## src/rtl/ixw_pkg.sv

```systemverilog
package ixw_pkg;
  localparam int BUS_AW = 3;

  typedef enum logic [1:0] {ST_IDLE, ST_ISSUE, ST_WAIT, ST_RSP} ixw_state_t;

  function automatic logic [2:0] size_to_bytes(input logic [1:0] code);
    case (code)
      2'd0:    return 3'd1;
      2'd1:    return 3'd2;
      default: return 3'd4;
    endcase
  endfunction

  function automatic logic [31:0] bytes_mask(input logic [2:0] n);
    case (n)
      3'd1:    return 32'h0000_00ff;
      3'd2:    return 32'h0000_ffff;
      default: return 32'hffff_ffff;
    endcase
  endfunction

  function automatic logic [3:0] bytes_strobe(input logic [2:0] n);
    case (n)
      3'd1:    return 4'b0001;
      3'd2:    return 4'b0011;
      default: return 4'b1111;
    endcase
  endfunction
endpackage

```

## src/rtl/ixw_route.sv

```systemverilog
module ixw_route
  import ixw_pkg::*;
#(
  parameter int REG_AW    = 12,
  parameter int MEM_BYTES = 65536,
  parameter int MEM_AW    = 16
) (
  input  logic [31:0]       index,
  input  logic [1:0]        off,
  input  logic [1:0]        size,
  input  logic [31:0]       wdata,
  output logic              to_mem,
  output logic              mem_ok,
  output logic [2:0]        nbytes,
  output logic [1:0]        lane,
  output logic [REG_AW-1:0] reg_addr,
  output logic [3:0]        reg_be,
  output logic [31:0]       reg_wdata,
  output logic [MEM_AW-1:0] mem_addr,
  output logic [31:0]       mem_wdata
);
  localparam int SUM_W = REG_AW + 2;

  logic [SUM_W-1:0] sum;
  logic [7:0]       be_wide;
  logic [31:0]      lim;

  always_comb begin
    nbytes    = size_to_bytes(size);
    // register side: pointer plus window offset, split into word and lane
    sum       = index[SUM_W-1:0] + SUM_W'(off);
    lane      = sum[1:0];
    reg_addr  = sum[SUM_W-1:2];
    be_wide   = {4'd0, bytes_strobe(nbytes)} << lane;
    reg_be    = be_wide[3:0];
    reg_wdata = wdata << {lane, 3'b000};
    // memory side: pointer alone, bounds against the last legal start
    to_mem    = index[31];
    lim       = 32'(MEM_BYTES) - {29'd0, nbytes};
    mem_ok    = ({1'b0, index[30:0]} <= lim);
    mem_addr  = index[MEM_AW-1:0];
    mem_wdata = wdata & bytes_mask(nbytes);
  end
endmodule

```

## src/rtl/ixw_lanes.sv

```systemverilog
module ixw_lanes
  import ixw_pkg::*;
(
  input  logic        from_mem,
  input  logic [1:0]  lane,
  input  logic [2:0]  nbytes,
  input  logic [31:0] reg_rdata,
  input  logic [31:0] mem_rdata,
  output logic [31:0] rdata
);
  always_comb begin
    if (from_mem) rdata = mem_rdata & bytes_mask(nbytes);
    else          rdata = (reg_rdata >> {lane, 3'b000}) & bytes_mask(nbytes);
  end
endmodule

```

## src/rtl/ixw_seq.sv

```systemverilog
module ixw_seq
  import ixw_pkg::*;
(
  input  logic              clk,
  input  logic              rst_n,
  input  logic              bus_valid,
  output logic              bus_ready,
  input  logic              bus_write,
  input  logic [BUS_AW-1:0] bus_addr,
  input  logic [1:0]        bus_size,
  input  logic [31:0]       bus_wdata,
  output logic              rsp_valid,
  input  logic              rsp_ready,
  output logic [31:0]       rsp_rdata,
  output logic [31:0]       index,
  output logic [1:0]        sel_off,
  output logic [1:0]        sel_size,
  output logic [31:0]       sel_wdata,
  input  logic              to_mem,
  input  logic              mem_ok,
  output logic              tgt_mem,
  output logic              reg_valid,
  input  logic              reg_ready,
  output logic              reg_write,
  input  logic              reg_rvalid,
  output logic              mem_valid,
  input  logic              mem_ready,
  output logic              mem_write,
  input  logic              mem_rvalid,
  input  logic [31:0]       tgt_rdata
);
  ixw_state_t  state;
  logic [31:0] index_q, cap_wdata, rsp_q;
  logic [1:0]  cap_off, cap_size;
  logic        cap_write, tgt_mem_q;
  logic        accept, hs, rback, is_idle, win_sel;

  always_comb begin
    is_idle   = (state == ST_IDLE);
    bus_ready = is_idle;
    accept    = bus_valid && is_idle;
    win_sel   = bus_addr[BUS_AW-1];
    // route sees the live bus fields while idle so the decision costs no cycle
    sel_off   = is_idle ? bus_addr[1:0] : cap_off;
    sel_size  = is_idle ? bus_size      : cap_size;
    sel_wdata = is_idle ? bus_wdata     : cap_wdata;
    reg_valid = (state == ST_ISSUE) && !tgt_mem_q;
    mem_valid = (state == ST_ISSUE) &&  tgt_mem_q;
    reg_write = cap_write;
    mem_write = cap_write;
    hs        = (reg_valid && reg_ready) || (mem_valid && mem_ready);
    rback     = tgt_mem_q ? mem_rvalid : reg_rvalid;
    rsp_valid = (state == ST_RSP);
    rsp_rdata = rsp_q;
    index     = index_q;
    tgt_mem   = tgt_mem_q;
  end

  always_ff @(posedge clk) begin
    if (!rst_n) begin
      state     <= ST_IDLE;
      index_q   <= '0;
      cap_wdata <= '0;
      cap_off   <= '0;
      cap_size  <= '0;
      cap_write <= 1'b0;
      tgt_mem_q <= 1'b0;
      rsp_q     <= '0;
    end else begin
      case (state)
        ST_IDLE: if (accept) begin
          cap_off   <= bus_addr[1:0];
          cap_size  <= bus_size;
          cap_wdata <= bus_wdata;
          cap_write <= bus_write;
          tgt_mem_q <= to_mem;
          if (!win_sel) begin
            if (bus_write) index_q <= bus_wdata;
            else begin
              rsp_q <= index_q;
              state <= ST_RSP;
            end
          end else if (to_mem && !mem_ok) begin
            if (!bus_write) begin
              rsp_q <= '0;
              state <= ST_RSP;
            end
          end else begin
            state <= ST_ISSUE;
          end
        end
        ST_ISSUE: if (hs) state <= cap_write ? ST_IDLE : ST_WAIT;
        ST_WAIT: if (rback) begin
          rsp_q <= tgt_rdata;
          state <= ST_RSP;
        end
        default: if (rsp_ready) state <= ST_IDLE;
      endcase
    end
  end

  a_r1_index_store: assert property (@(posedge clk) disable iff (!rst_n)
    (accept && bus_write && !win_sel) |=> (index_q == $past(bus_wdata)));

  a_r10_index_rsp_next: assert property (@(posedge clk) disable iff (!rst_n)
    (accept && !bus_write && !win_sel) |=> (rsp_valid && rsp_rdata == $past(index_q)));

  a_r6_bound_no_request: assert property (@(posedge clk) disable iff (!rst_n)
    (accept && win_sel && to_mem && !mem_ok) |=> (!mem_valid && !reg_valid));

  a_r6_bound_read_zero: assert property (@(posedge clk) disable iff (!rst_n)
    (accept && win_sel && to_mem && !mem_ok && !bus_write) |=> (rsp_valid && rsp_rdata == 32'd0));

  a_r9_rsp_hold: assert property (@(posedge clk) disable iff (!rst_n)
    (rsp_valid && !rsp_ready) |=> (rsp_valid && $stable(rsp_rdata)));

  a_r9_busy_during_target: assert property (@(posedge clk) disable iff (!rst_n)
    (reg_valid || mem_valid) |-> !bus_ready);

  a_r8_request_hold: assert property (@(posedge clk) disable iff (!rst_n)
    ((reg_valid && !reg_ready) || (mem_valid && !mem_ready)) |=>
      ($stable(reg_valid) && $stable(mem_valid) && $stable(sel_off) &&
       $stable(sel_size) && $stable(sel_wdata)));
endmodule

```

## src/rtl/index_window.sv

```systemverilog
module index_window
  import ixw_pkg::*;
#(
  parameter int REG_AW    = 12,
  parameter int MEM_BYTES = 65536,
  parameter int MEM_AW    = $clog2(MEM_BYTES)
) (
  input  logic              clk,
  input  logic              rst_n,
  input  logic              bus_valid,
  output logic              bus_ready,
  input  logic              bus_write,
  input  logic [2:0]        bus_addr,
  input  logic [1:0]        bus_size,
  input  logic [31:0]       bus_wdata,
  output logic              rsp_valid,
  input  logic              rsp_ready,
  output logic [31:0]       rsp_rdata,
  output logic              reg_valid,
  input  logic              reg_ready,
  output logic              reg_write,
  output logic [REG_AW-1:0] reg_addr,
  output logic [3:0]        reg_be,
  output logic [31:0]       reg_wdata,
  input  logic              reg_rvalid,
  input  logic [31:0]       reg_rdata,
  output logic              mem_valid,
  input  logic              mem_ready,
  output logic              mem_write,
  output logic [MEM_AW-1:0] mem_addr,
  output logic [1:0]        mem_size,
  output logic [31:0]       mem_wdata,
  input  logic              mem_rvalid,
  input  logic [31:0]       mem_rdata
);
  logic [31:0] index, sel_wdata, tgt_rdata;
  logic [1:0]  sel_off, sel_size, lane;
  logic [2:0]  nbytes;
  logic        to_mem, mem_ok, tgt_mem;

  ixw_seq u_seq (
    .clk, .rst_n,
    .bus_valid, .bus_ready, .bus_write, .bus_addr, .bus_size, .bus_wdata,
    .rsp_valid, .rsp_ready, .rsp_rdata,
    .index, .sel_off, .sel_size, .sel_wdata,
    .to_mem, .mem_ok, .tgt_mem,
    .reg_valid, .reg_ready, .reg_write, .reg_rvalid,
    .mem_valid, .mem_ready, .mem_write, .mem_rvalid,
    .tgt_rdata
  );

  ixw_route #(.REG_AW(REG_AW), .MEM_BYTES(MEM_BYTES), .MEM_AW(MEM_AW)) u_route (
    .index, .off(sel_off), .size(sel_size), .wdata(sel_wdata),
    .to_mem, .mem_ok, .nbytes, .lane,
    .reg_addr, .reg_be, .reg_wdata, .mem_addr, .mem_wdata
  );

  ixw_lanes u_lanes (
    .from_mem(tgt_mem), .lane, .nbytes,
    .reg_rdata, .mem_rdata, .rdata(tgt_rdata)
  );

  assign mem_size = sel_size;

  a_r6_mem_in_bounds: assert property (@(posedge clk) disable iff (!rst_n)
    mem_valid |-> ((32'(mem_addr) + 32'(size_to_bytes(mem_size))) <= 32'(MEM_BYTES)));

  a_r8_one_target: assert property (@(posedge clk) disable iff (!rst_n)
    !(reg_valid && mem_valid));

  a_r3_strobe_nonempty: assert property (@(posedge clk) disable iff (!rst_n)
    reg_valid |-> (reg_be != 4'b0000));
endmodule

```

## config.mk

```make
export PLATFORM = sky130hd
export DESIGN_NAME = index_window
export DESIGN_NICKNAME = d
export VERILOG_FILES = /design/src/rtl/ixw_pkg.sv /design/src/rtl/ixw_route.sv /design/src/rtl/ixw_lanes.sv /design/src/rtl/ixw_seq.sv /design/src/rtl/index_window.sv
export SDC_FILE = /design/constraint.sdc
export NUM_CORES = 1
export LEC_CHECK = 0
export ABC_CLOCK_PERIOD_IN_PS = 5400
export BUFFER_PORTS_ARGS = -buffer_cell sky130_fd_sc_hd__buf_2
export CORE_UTILIZATION = 51
export CTS_CLUSTER_SIZE = 20
export DETAILED_ROUTE_END_ITERATION = 10
export PLACE_DENSITY_LB_ADDON = 0.12
export SYNTH_ARGS = -nofsm -noshare
export SYNTH_HDL_FRONTEND = slang
export SYNTH_SLANG_ARGS = --single-unit
```

## constraint.sdc

```tcl
create_clock -name clk -period 5.4 [get_ports clk]
set_clock_uncertainty 0.05 [all_clocks]
set_input_delay 1.08 -clock clk [delete_from_list [all_inputs] [get_ports clk]]
set_output_delay 1.08 -clock clk [all_outputs]
set_load 0.02 [all_outputs]
```

==> impl_metrics.csv, run 1 <==
group,metric,value,unit
cts,clock_path_buffers,2,
power_and_ir_drop,combPwrFrac,42.5,%
sta,tightestPinTransition,1162,ps
status,status,"complete, no violations",
cts,cts_hold_buffers,0,
grt,use_met1,43.36,%
power_and_ir_drop,clkPwrFrac,24.9,%
sta,hold_viol,0,
synthesis,synthFlopType,"dfxtp_1",
grt,grt_util_met3,6.385,%
route,drc_errors,0,
route,vias_per_cell,5.571,
grt,gr-total-overflow,0,
sta,fmaxAchievable,211.5,MHz
placed_design,io_buffers,245,
synthesis,syn_area,0.006770,sq mm
power_and_ir_drop,seqPwrFrac,32.7,%
synthesis,ys_ff_latch,104,
worst_setup_path,worst_ep_required_time,4270,ps
sta,setup_viol,0,
route,drt-total-wl,22550,um
placed_design,gp_congestion,0.8997,
synthesis,syn_inst,909,
floorplanning,num_rows,41,
route,vias,7092,
sta,period_minus_slack,4729,ps
power_and_ir_drop,power.total,2.591,mW
power_and_ir_drop,p_sw,1.061,mW
power_and_ir_drop,p_per_area,317.2,mW/mm^2
power_and_ir_drop,p_int,1.531,mW
grt,grt_usage,32.55,%
cts,htreeDepth,3,
synthesis,synth_edf_count,0,
job,maxCapViolCount,0,
route,drt_iter0_drc,868,
cells_and_area,final_util,63.95,%
worst_setup_path,cp_max_fo,37,
synthesis,synth_top_area_share,30.75,%
synthesis,async_flop_share,0,%
cts,cts_made_buffers,9,
cts,clkLatencyLatePin,360,ps
grt,met2_usage,52.71,%
grt,grt_pass1_vias,6273,
floorplanning,start_util,53.00,%
sta,period_share,87.58,%
hold_path,hp-class,"register to register",
grt,top_usage_layer,"met2",
sta,hold_ws,405.0,ps
grt,grt_max_degree,71,
synthesis,ys_top_cells_by_area,"dfxtp_1 (31%), mux2i_1 (17%), nand2_1 (13%)",
cts,ctsResizeCount,0,
sta,relSlewSlack,22.55,%
sta,drv_slew,0,
synthesis,synth_most_common_cell,"nand2_1",
synthesis,avgSynthCellArea,7.448,sq um
cells_and_area,nNetsFinal,1216,
power_and_ir_drop,p_sw_share,40.92,%
synthesis,ys_types,53,
floorplanning,io-pin-count,246,
power_and_ir_drop,vdd.ir_drop.worst,0.0001904,V
worst_setup_path,start_kind,"register",
route,wl_per_cell,17.72,um
route,ant_nets,0,
sta,setup-tns-final,0,ps
placed_design,dp_hpwl,16840,um
cells_and_area,fill_cells,1227,
cts,cts_tree,"done",
grt,grt_pass1_wl,33610,um
synthesis,synth_area_leader_cell,"dfxtp_1",
cells_and_area,drive_gt1_share,27.25,%
cells_and_area,antennaDiodeCount,0,
floorplanning,die_y,117.2,um
cts,postCtsSetupBuffers,0,
floorplanning,core-area,0.01277,sq mm
cts,cts-root-buf,"clkbuf_16",
synthesis,seq_area_frac_synth,30.75,%
cts,cts.sinks,104,
worst_setup_path,crit_type,"register to output port",
worst_setup_path,critPathCaptureType,"output port",
route,first_pass_iters,6,
synthesis,synth-warning-count,0,
synthesis,synth_commonest_cells,"nand2_1 (228), mux2i_1 (114), dfxtp_1 (104)",
worst_setup_path,crit_arrival,3600,ps
floorplanning,die_area,0.01374,sq mm
power_and_ir_drop,p_leak,4.046,nW
hold_path,min_path_cells,2,
grt,grt_antenna_before_repair,2,
cts,clk_pin_slew,80,ps
worst_setup_path,r2r_cells,12,
floorplanning,die_w,117.2,um
cells_and_area,syn2layout_area_growth,20.66,%
sta,rsz0062_at_grt,"false",
==> area by class of cell <==
| cell class | count | area (sq um) | area share [%] |
|---|---|---|---|
| inverter | 31 | 116.4 | 1.424 |
| tap | 172 | 215.2 | 2.634 |
| sequential | 104 | 2082 | 25.49 |
| clock buffer | 10 | 239.0 | 2.925 |
| multi-input combinational | 692 | 4151 | 50.82 |
| timing repair buffer | 258 | 1324 | 16.20 |
| clock inverter | 6 | 41.29 | 0.5054 |
==> logic make-up after synthesis <==
logic type	synth area share, %
other	0.05539
AO/OA/AOI/OAI	17.30
multiplexers	18.24
buffers and inverters	8.242
XOR/XNOR	1.552
AND/OR/NAND/NOR	21.90
flip-flops	30.75
adder cells (fa/ha/maj)	1.959
==> cells in the final DEF (no fill, tap or decap), drive strengths merged, types with 2 or more instances in the layout <==
cell     instances
nand2b           5
nor3             3
a311oi          10
a211oi           5
o21ai           44
o211ai           3
nand4            6
buf            258
inv             33
mux2             8
and2            19
nand3            4
a31oi           12
clkbuf          10
o21a             2
mux2i          114
nand2          228
xnor2            7
conb             4
o311ai           2
dfxtp          104
o221a            8
xor2             5
a21oi           85
a2bb2oi          9
nor2b            8
ha               9
nand3b           5
o22ai            8
nor2            68
nor4             3
clkinv           4
==> critical path, cell delays in order (launching register included) <==
cell and delay [ps]:
dfxtp_1 450, nor2_4 180, buf_4 300, mux2_2 390, inv_1 80, fa_2 690
nand2_1 440, clkinv_1 400, buf_2 280
==> layer usage <==
metal / wire length (um) / part of all wire (%)
met4: 540 / 2.4
met5: 25 / 0.11
met2: 10240 / 45
met1: 9875 / 44
met3: 1871 / 8.3
==> path summary, 6_finish.rpt <==
kind	to	slack, ps	from
max	reg_be[0]	670	u_seq.state[1]$_SDFFE_PN0P_
min reg2reg	u_seq.cap_wdata[25]$_SDFFE_PN0P_	400	u_seq.cap_wdata[25]$_SDFFE_PN0P_
min	u_seq.cap_wdata[25]$_SDFFE_PN0P_	400	u_seq.cap_wdata[25]$_SDFFE_PN0P_
max reg2reg	u_seq.rsp_rdata[8]$_SDFFE_PN0P_	1150	u_seq.state[1]$_SDFFE_PN0P_
==> flip-flops by register name (all words and copies together), names as in the netlist <==
name	flops
u_seq.cap_off	2
u_seq.cap_size	2
u_seq.state	2
u_seq.rsp_rdata	32
u_seq.mem_write	1
u_seq.tgt_mem	1
u_seq.index	32
u_seq.cap_wdata	32
==> through the flow <==
step / setup slack (ps) / area (sq um) / cells
after floorplan: 835.9 / 6782 / 912
after global placement: 797.1 / 7889 / 1257
after detailed placement: 757.9 / 7889 / 1257
after CTS: 697.7 / 8169 / 1273
after global routing: 485.1 / 8169 / 1273
final: 670.8 / 8169 / 1273
==> power by group through the flow <==
| stage | clock network [mW] | logic (mW) | registers [mW] |
|---|---|---|---|
| floorplan | 0 | 0.759 | 0.861 |
| global placement | 0 | 1.08 | 0.862 |
| detailed placement | 0 | 1.08 | 0.863 |
| CTS | 0.646 | 1.09 | 0.846 |
| global route | 0.677 | 1.18 | 0.851 |
| finish | 0.645 | 1.10 | 0.846 |
Power figures use the tool's default switching activity.
==> run 2: changes to the inputs <==
--- a/config.mk
+++ b/config.mk
@@ -10,7 +10,7 @@
 export CORE_UTILIZATION = 51
 export CTS_CLUSTER_SIZE = 20
 export DETAILED_ROUTE_END_ITERATION = 10
-export PLACE_DENSITY_LB_ADDON = 0.12
+export PLACE_DENSITY = 0.82
 export SYNTH_ARGS = -nofsm -noshare
 export SYNTH_HDL_FRONTEND = slang
 export SYNTH_SLANG_ARGS = --single-unit
==> impl_metrics.csv, run 2 (synthesis results as in run 1) <==
group,metric,value,unit
status,status,"complete, no violations",
route,wl_per_cell,17.82,um
power_and_ir_drop,power.total,2.619,mW
sta,relSlewSlack,20.77,%
cells_and_area,ff_latch_area,0.002082,sq mm
floorplanning,die_area,0.01374,sq mm
sta,period_share,90.96,%
worst_setup_path,worst_ep_required_time,4270,ps
floorplanning,die_y,117.2,um
power_and_ir_drop,clkPwrFrac,25.8,%
cells_and_area,fill_cells,1202,
worst_setup_path,crit_arrival,3780,ps
worst_setup_path,critPathCaptureType,"output port",
grt,grt_antenna_before_repair,1,
route,drt-total-wl,22630,um
cells_and_area,layout_common_cells,"buf_2 (245), nand2_1 (228), mux2i_1 (113)",
cells_and_area,final_common_cell,"buf_2",
floorplanning,io-pin-count,246,
cells_and_area,stdcell_count,1270,
power_and_ir_drop,p_sw_share,40.27,%
floorplanning,num_rows,41,
cts,postCtsSetupBuffers,0,
floorplanning,start_util,53.00,%
worst_setup_path,cp_max_fo,39,
cts,htreeDepth,3,
sta,tightestPinTransition,1187,ps
worst_setup_path,start_kind,"register",
route,ant_nets,0,
route,drc_errors,0,
cells_and_area,drive_gt1_share,27.14,%
worst_setup_path,max_stage_delay,690,ps
cts,cts-root-buf,"clkbuf_16",
route,drt_iter0_drc,789,
grt,grt_max_degree,71,
sta,rsz0062_at_grt,"false",
floorplanning,die_w,117.2,um
cells_and_area,nNetsFinal,1213,
worst_setup_path,path_cells,"nor2_4 > mux2_2 > ha_1 > inv_1 > fa_2 > nand2_1 > clkinv_1 > buf_2",
placed_design,io_buffers,245,
hold_path,hp-class,"register to register",
cts,clkLatencyLatePin,360,ps
job,maxCapViolCount,0,
sta,drv_slew,0,
power_and_ir_drop,p_leak,4.028,nW
cts,cts_hold_buffers,0,
cells_and_area,antennaDiodeCount,0,
grt,grt_pass1_wl,33460,um
power_and_ir_drop,vdd.ir_drop.worst,0.0002204,V
sta,setup_viol,0,
grt,grt_usage,32.37,%
route,vias,7121,
worst_setup_path,path_buf_inv,3,
placed_design,gp_congestion,0.9027,
placed_design,dp_hpwl,16770,um
sta,setup-tns-final,0,ps
sta,hold_viol,0,
grt,grt_pass1_vias,6302,
power_and_ir_drop,seqPwrFrac,32.4,%
cts,cts.sinks,104,
worst_setup_path,slowest_stage,"fa_2",
power_and_ir_drop,combPwrFrac,41.7,%
route,vias_per_cell,5.607,
placed_design,place_inst,1254,
power_and_ir_drop,p_per_area,320.4,mW/mm^2
cts,ctsResizeCount,0,
cts,clock_path_buffers,2,
power_and_ir_drop,p_sw,1.055,mW
floorplanning,core-area,0.01277,sq mm
worst_setup_path,crit_type,"register to output port",
cells_and_area,multi_input_area,0.004155,sq mm
route,first_pass_iters,5,
worst_setup_path,cp_top_family,"simple AND/OR/NAND/NOR gates",
sta,fmaxAchievable,203.6,MHz
sta,period_minus_slack,4912,ps
cts,cts_tree,"done",
cts,cts_made_buffers,9,
grt,gr-total-overflow,0,
cells_and_area,syn2layout_area_growth,20.74,%
power_and_ir_drop,p_int,1.564,mW
cts,clk_pin_slew,70,ps
## run 2: final timing paths
check / from / to / slack, ps / cells after the start
worst max register to register: u_seq.state[0]$_SDFFE_PN0P_ / u_seq.rsp_rdata[11]$_SDFFE_PN0P_ / 1140 / 12
worst min register to register: u_seq.rsp_rdata[6]$_SDFFE_PN0P_ / u_seq.rsp_rdata[6]$_SDFFE_PN0P_ / 410 / 2
worst max-delay path: u_seq.state[0]$_SDFFE_PN0P_ / reg_be[0] / 490 / 8
worst min-delay path: u_seq.rsp_rdata[6]$_SDFFE_PN0P_ / u_seq.rsp_rdata[6]$_SDFFE_PN0P_ / 410 / 2
## run 2: power by group through the flow
stage | Combinational, mW | Clock (mW) | Sequential, mW
final | 1.09 | 0.677 | 0.850
after global routing | 1.17 | 0.719 | 0.855
after CTS | 1.08 | 0.685 | 0.849
after detailed placement | 1.07 | 0 | 0.867
after global placement | 1.07 | 0 | 0.865
after floorplan | 0.759 | 0 | 0.861
## run 2: routing by layer
metal | up-vias | wire (um) | global-route usage [%]
met1 | 3229 | 9758 | 43.40
li1 | 3441 | - | -
met3 | 48 | 1910 | 5.201
met2 | 403 | 10440 | 53.10
met5 | - | 0 | 0
met4 | 0 | 522 | 10.38
## run 2: metrics by stage
stage               util [%]  hold WS, ps  cell area (sq um)  worst slack [ps]
finish                 63.99        405.3               8174             488.1
global route           63.99        423.5               8174             304.5
floorplan                  -        383.8               6782             835.9
CTS                    63.99        405.7               8174             512.2
detailed placement     61.61        395.6               7870             696.1
global placement       61.61        390.5               7870             738.5
## run 2: worst reg2reg max path, cell delays in order (launching register included)
cell	delay (ps)
dfxtp_1	460
nor2_4	430
mux2_2	250
ha_1	150
inv_1	60
fa_2	1000
buf_4	470
mux2i_1	290
nor2_1	60
a311oi_1	370
a2bb2oi_1	210
nand2_1	80
o221a_2	270
## run 2: area by class of cell
cell class                 count  area share (%)
multi-input combinational    692           50.83
sequential                   104           25.47
timing repair buffer         255           15.92
clock buffer                   9           2.755
tap                          172           2.633
inverter                      31           1.424
clock inverter                 7          0.9643
==> run 3: changes to the inputs <==
--- a/config.mk
+++ b/config.mk
@@ -5,12 +5,13 @@
 export SDC_FILE = /design/constraint.sdc
 export NUM_CORES = 1
 export LEC_CHECK = 0
+export ABC_AREA = 1
 export ABC_CLOCK_PERIOD_IN_PS = 5400
 export BUFFER_PORTS_ARGS = -buffer_cell sky130_fd_sc_hd__buf_2
-export CORE_UTILIZATION = 51
+export CORE_UTILIZATION = 50
 export CTS_CLUSTER_SIZE = 20
 export DETAILED_ROUTE_END_ITERATION = 10
-export PLACE_DENSITY = 0.82
+export PLACE_DENSITY = 0.81
 export SYNTH_ARGS = -nofsm -noshare
 export SYNTH_HDL_FRONTEND = slang
 export SYNTH_SLANG_ARGS = --single-unit
==> impl_metrics.csv, run 3 <==
group,metric,value,unit
grt,gr-total-overflow,0,
cells_and_area,final_util,63.21,%
placed_design,gp_congestion,0.9684,
route,first_pass_iters,6,
worst_setup_path,r2r_cells,16,
power_and_ir_drop,p_per_area,646.8,mW/mm^2
cts,cts.sinks,104,
cts,htreeDepth,3,
sta,drv_slew,0,
cells_and_area,nNetsFinal,1348,
sta,tightestPinTransition,1167,ps
synthesis,synth_top_area_share,31.35,%
floorplanning,die_w,117.2,um
hold_path,min_path_cells,2,
cts,cts_hold_buffers,0,
cts,clk_pin_slew,80,ps
route,vias_per_cell,5.653,
worst_setup_path,start_kind,"register",
cells_and_area,finalInstanceArea,0.008074,sq mm
synthesis,avgSynthCellArea,6.366,sq um
hold_path,hp-class,"register to register",
cts,cts_made_buffers,9,
route,drt-total-wl,24180,um
floorplanning,die_y,117.2,um
sta,fmaxAchievable,208.0,MHz
worst_setup_path,worst_ep_required_time,4270,ps
route,drt_iter0_drc,995,
synthesis,ys_top_cells_by_area,"dfxtp_1 (31%), nand2_1 (12%), nor2_1 (9.5%)",
worst_setup_path,critPathLaunch,"u_seq.state[1]$_SDFFE_PN0P_",
synthesis,synthFlopType,"dfxtp_1",
placed_design,placed_area,0.007770,sq mm
synthesis,synth_commonest_cells,"nand2_1 (211), nor2_1 (168), dfxtp_1 (104)",
route,ant_nets,0,
worst_setup_path,r2r_slack,1110,ps
route,vias,7942,
floorplanning,die_area,0.01375,sq mm
cts,ctsResizeCount,0,
synthesis,syn_area,0.006640,sq mm
synthesis,seq_area_frac_synth,31.35,%
grt,grt_pass1_vias,6833,
cts,postCtsSetupBuffers,0,
grt,grt_antenna_before_repair,0,
sta,hold_viol,0,
route,wl_per_cell,17.21,um
power_and_ir_drop,vdd.ir_drop.worst,0.0006699,V
status,status,"complete, no violations",
floorplanning,start_util,51.98,%
route,drc_errors,0,
floorplanning,io-pin-count,246,
synthesis,ys_ff_latch,104,
synthesis,async_flop_share,0,%
power_and_ir_drop,p_leak,4.062,nW
sta,period_share,89.03,%
worst_setup_path,crit_arrival,3680,ps
job,maxCapViolCount,0,
synthesis,ys_types,37,
floorplanning,num_rows,41,
cells_and_area,antennaDiodeCount,0,
grt,grt_max_degree,55,
cells_and_area,drive_gt1_share,24.33,%
worst_setup_path,crit_type,"register to output port",
floorplanning,core-area,0.01277,sq mm
synthesis,synth_edf_count,0,
synthesis,synth_most_common_cell,"nand2_1",
grt,grt_pass1_wl,35740,um
worst_setup_path,r2r-start,"u_seq.state[1]$_SDFFE_PN0P_",
grt,grt_usage,34.27,%
cts,cts-root-buf,"clkbuf_16",
synthesis,synth-warning-count,0,
cts,clkLatencyLatePin,350,ps
worst_setup_path,cp_max_fo,22,
worst_setup_path,critPathCaptureType,"output port",
worst_setup_path,worstReg2RegEnd,"u_seq.rsp_rdata[19]$_SDFFE_PN0P_",
sta,setup_viol,0,
placed_design,dp_hpwl,18050,um
sta,rsz0062_at_grt,"false",
sta,relSlewSlack,22.10,%
placed_design,io_buffers,245,
synthesis,synth_area_leader_cell,"dfxtp_1",
sta,setup-tns-final,0,ps
cells_and_area,final_common_cell,"buf_2",
synthesis,syn_inst,1043,
cells_and_area,layout_common_cells,"buf_2 (245), nand2_1 (211), nor2_1 (168)",
cts,cts_tree,"done",
cells_and_area,syn2layout_area_growth,21.59,%
worst_setup_path,critPathCapture,"reg_wdata[31]",
cts,clock_path_buffers,2,
sta,period_minus_slack,4808,ps
==> run 3: stage by stage <==
stage               cells  setup slack, ps  power, mW  hold WS (ps)
finish               1405            592.3      5.222         415.0
CTS                  1405            645.3      5.162         412.9
floorplan            1046            968.4      3.439         379.8
global placement     1389            872.4      4.451         395.9
global route         1405            342.7      5.552         423.2
detailed placement   1389            810.3      4.474         399.4
==> run 3: layout make-up <==
type                    count  area (sq um)
fillers                  1218          4700
clock inverters             7         78.83
well taps                 172         215.2
multi-input cells         756          3781
clock buffers               9         225.2
repair buffers            257          1316
inverters                 100         375.4
flip-flops and latches    104          2082
==> run 3: cell families after synthesis <==
| group | synth area share [%] |
|---|---|
| flops | 31.35 |
| simple gates | 29.38 |
| other cells | 0.05647 |
| buf+inv | 11.95 |
| fa+ha+maj | 1.997 |
| xor+xnor | 1.583 |
| compound gates | 22.63 |
| mux | 1.055 |
==> run 3: metal layers <==
metal  track usage (%)  up-vias  part of all wire [%]
li1                  -     3814                     -
met1             45.76     3563                    42
met2             54.16      504                    44
met3             5.870       61                    10
met4             15.27        0                   3.4
met5                 0        -                     0
==> run 3: where the power goes <==
part | switching, mW | internal, mW | total [mW]
Combinational | 2.42 | 1.03 | 3.45
Sequential | 0.139 | 0.957 | 1.10
Clock | 0.312 | 0.365 | 0.677
Total | 2.87 | 2.35 | 5.22
==> run 3: worst min path at each step <==
stage                                           from                               end  slack (ps)
global route         u_seq.cap_wdata[9]$_SDFFE_PN0P_   u_seq.cap_wdata[9]$_SDFFE_PN0P_         420
detailed placement  u_seq.cap_wdata[13]$_SDFFE_PN0P_  u_seq.cap_wdata[13]$_SDFFE_PN0P_         400
finish               u_seq.cap_wdata[9]$_SDFFE_PN0P_   u_seq.cap_wdata[9]$_SDFFE_PN0P_         420
global placement     u_seq.cap_wdata[4]$_SDFFE_PN0P_   u_seq.cap_wdata[4]$_SDFFE_PN0P_         400
CTS                  u_seq.cap_wdata[9]$_SDFFE_PN0P_   u_seq.cap_wdata[9]$_SDFFE_PN0P_         410
floorplan           u_seq.cap_wdata[13]$_SDFFE_PN0P_  u_seq.cap_wdata[13]$_SDFFE_PN0P_         380
==> run 3: critical path: stages (launching register included) <==
cell and delay (ps):
dfxtp_1 390, nor2_4 520, nand2_1 100, nand2_1 90, ha_1 150, inv_1 60, fa_1 800, nand2_1 500
or2_2 440, o221ai_1 80, buf_2 200
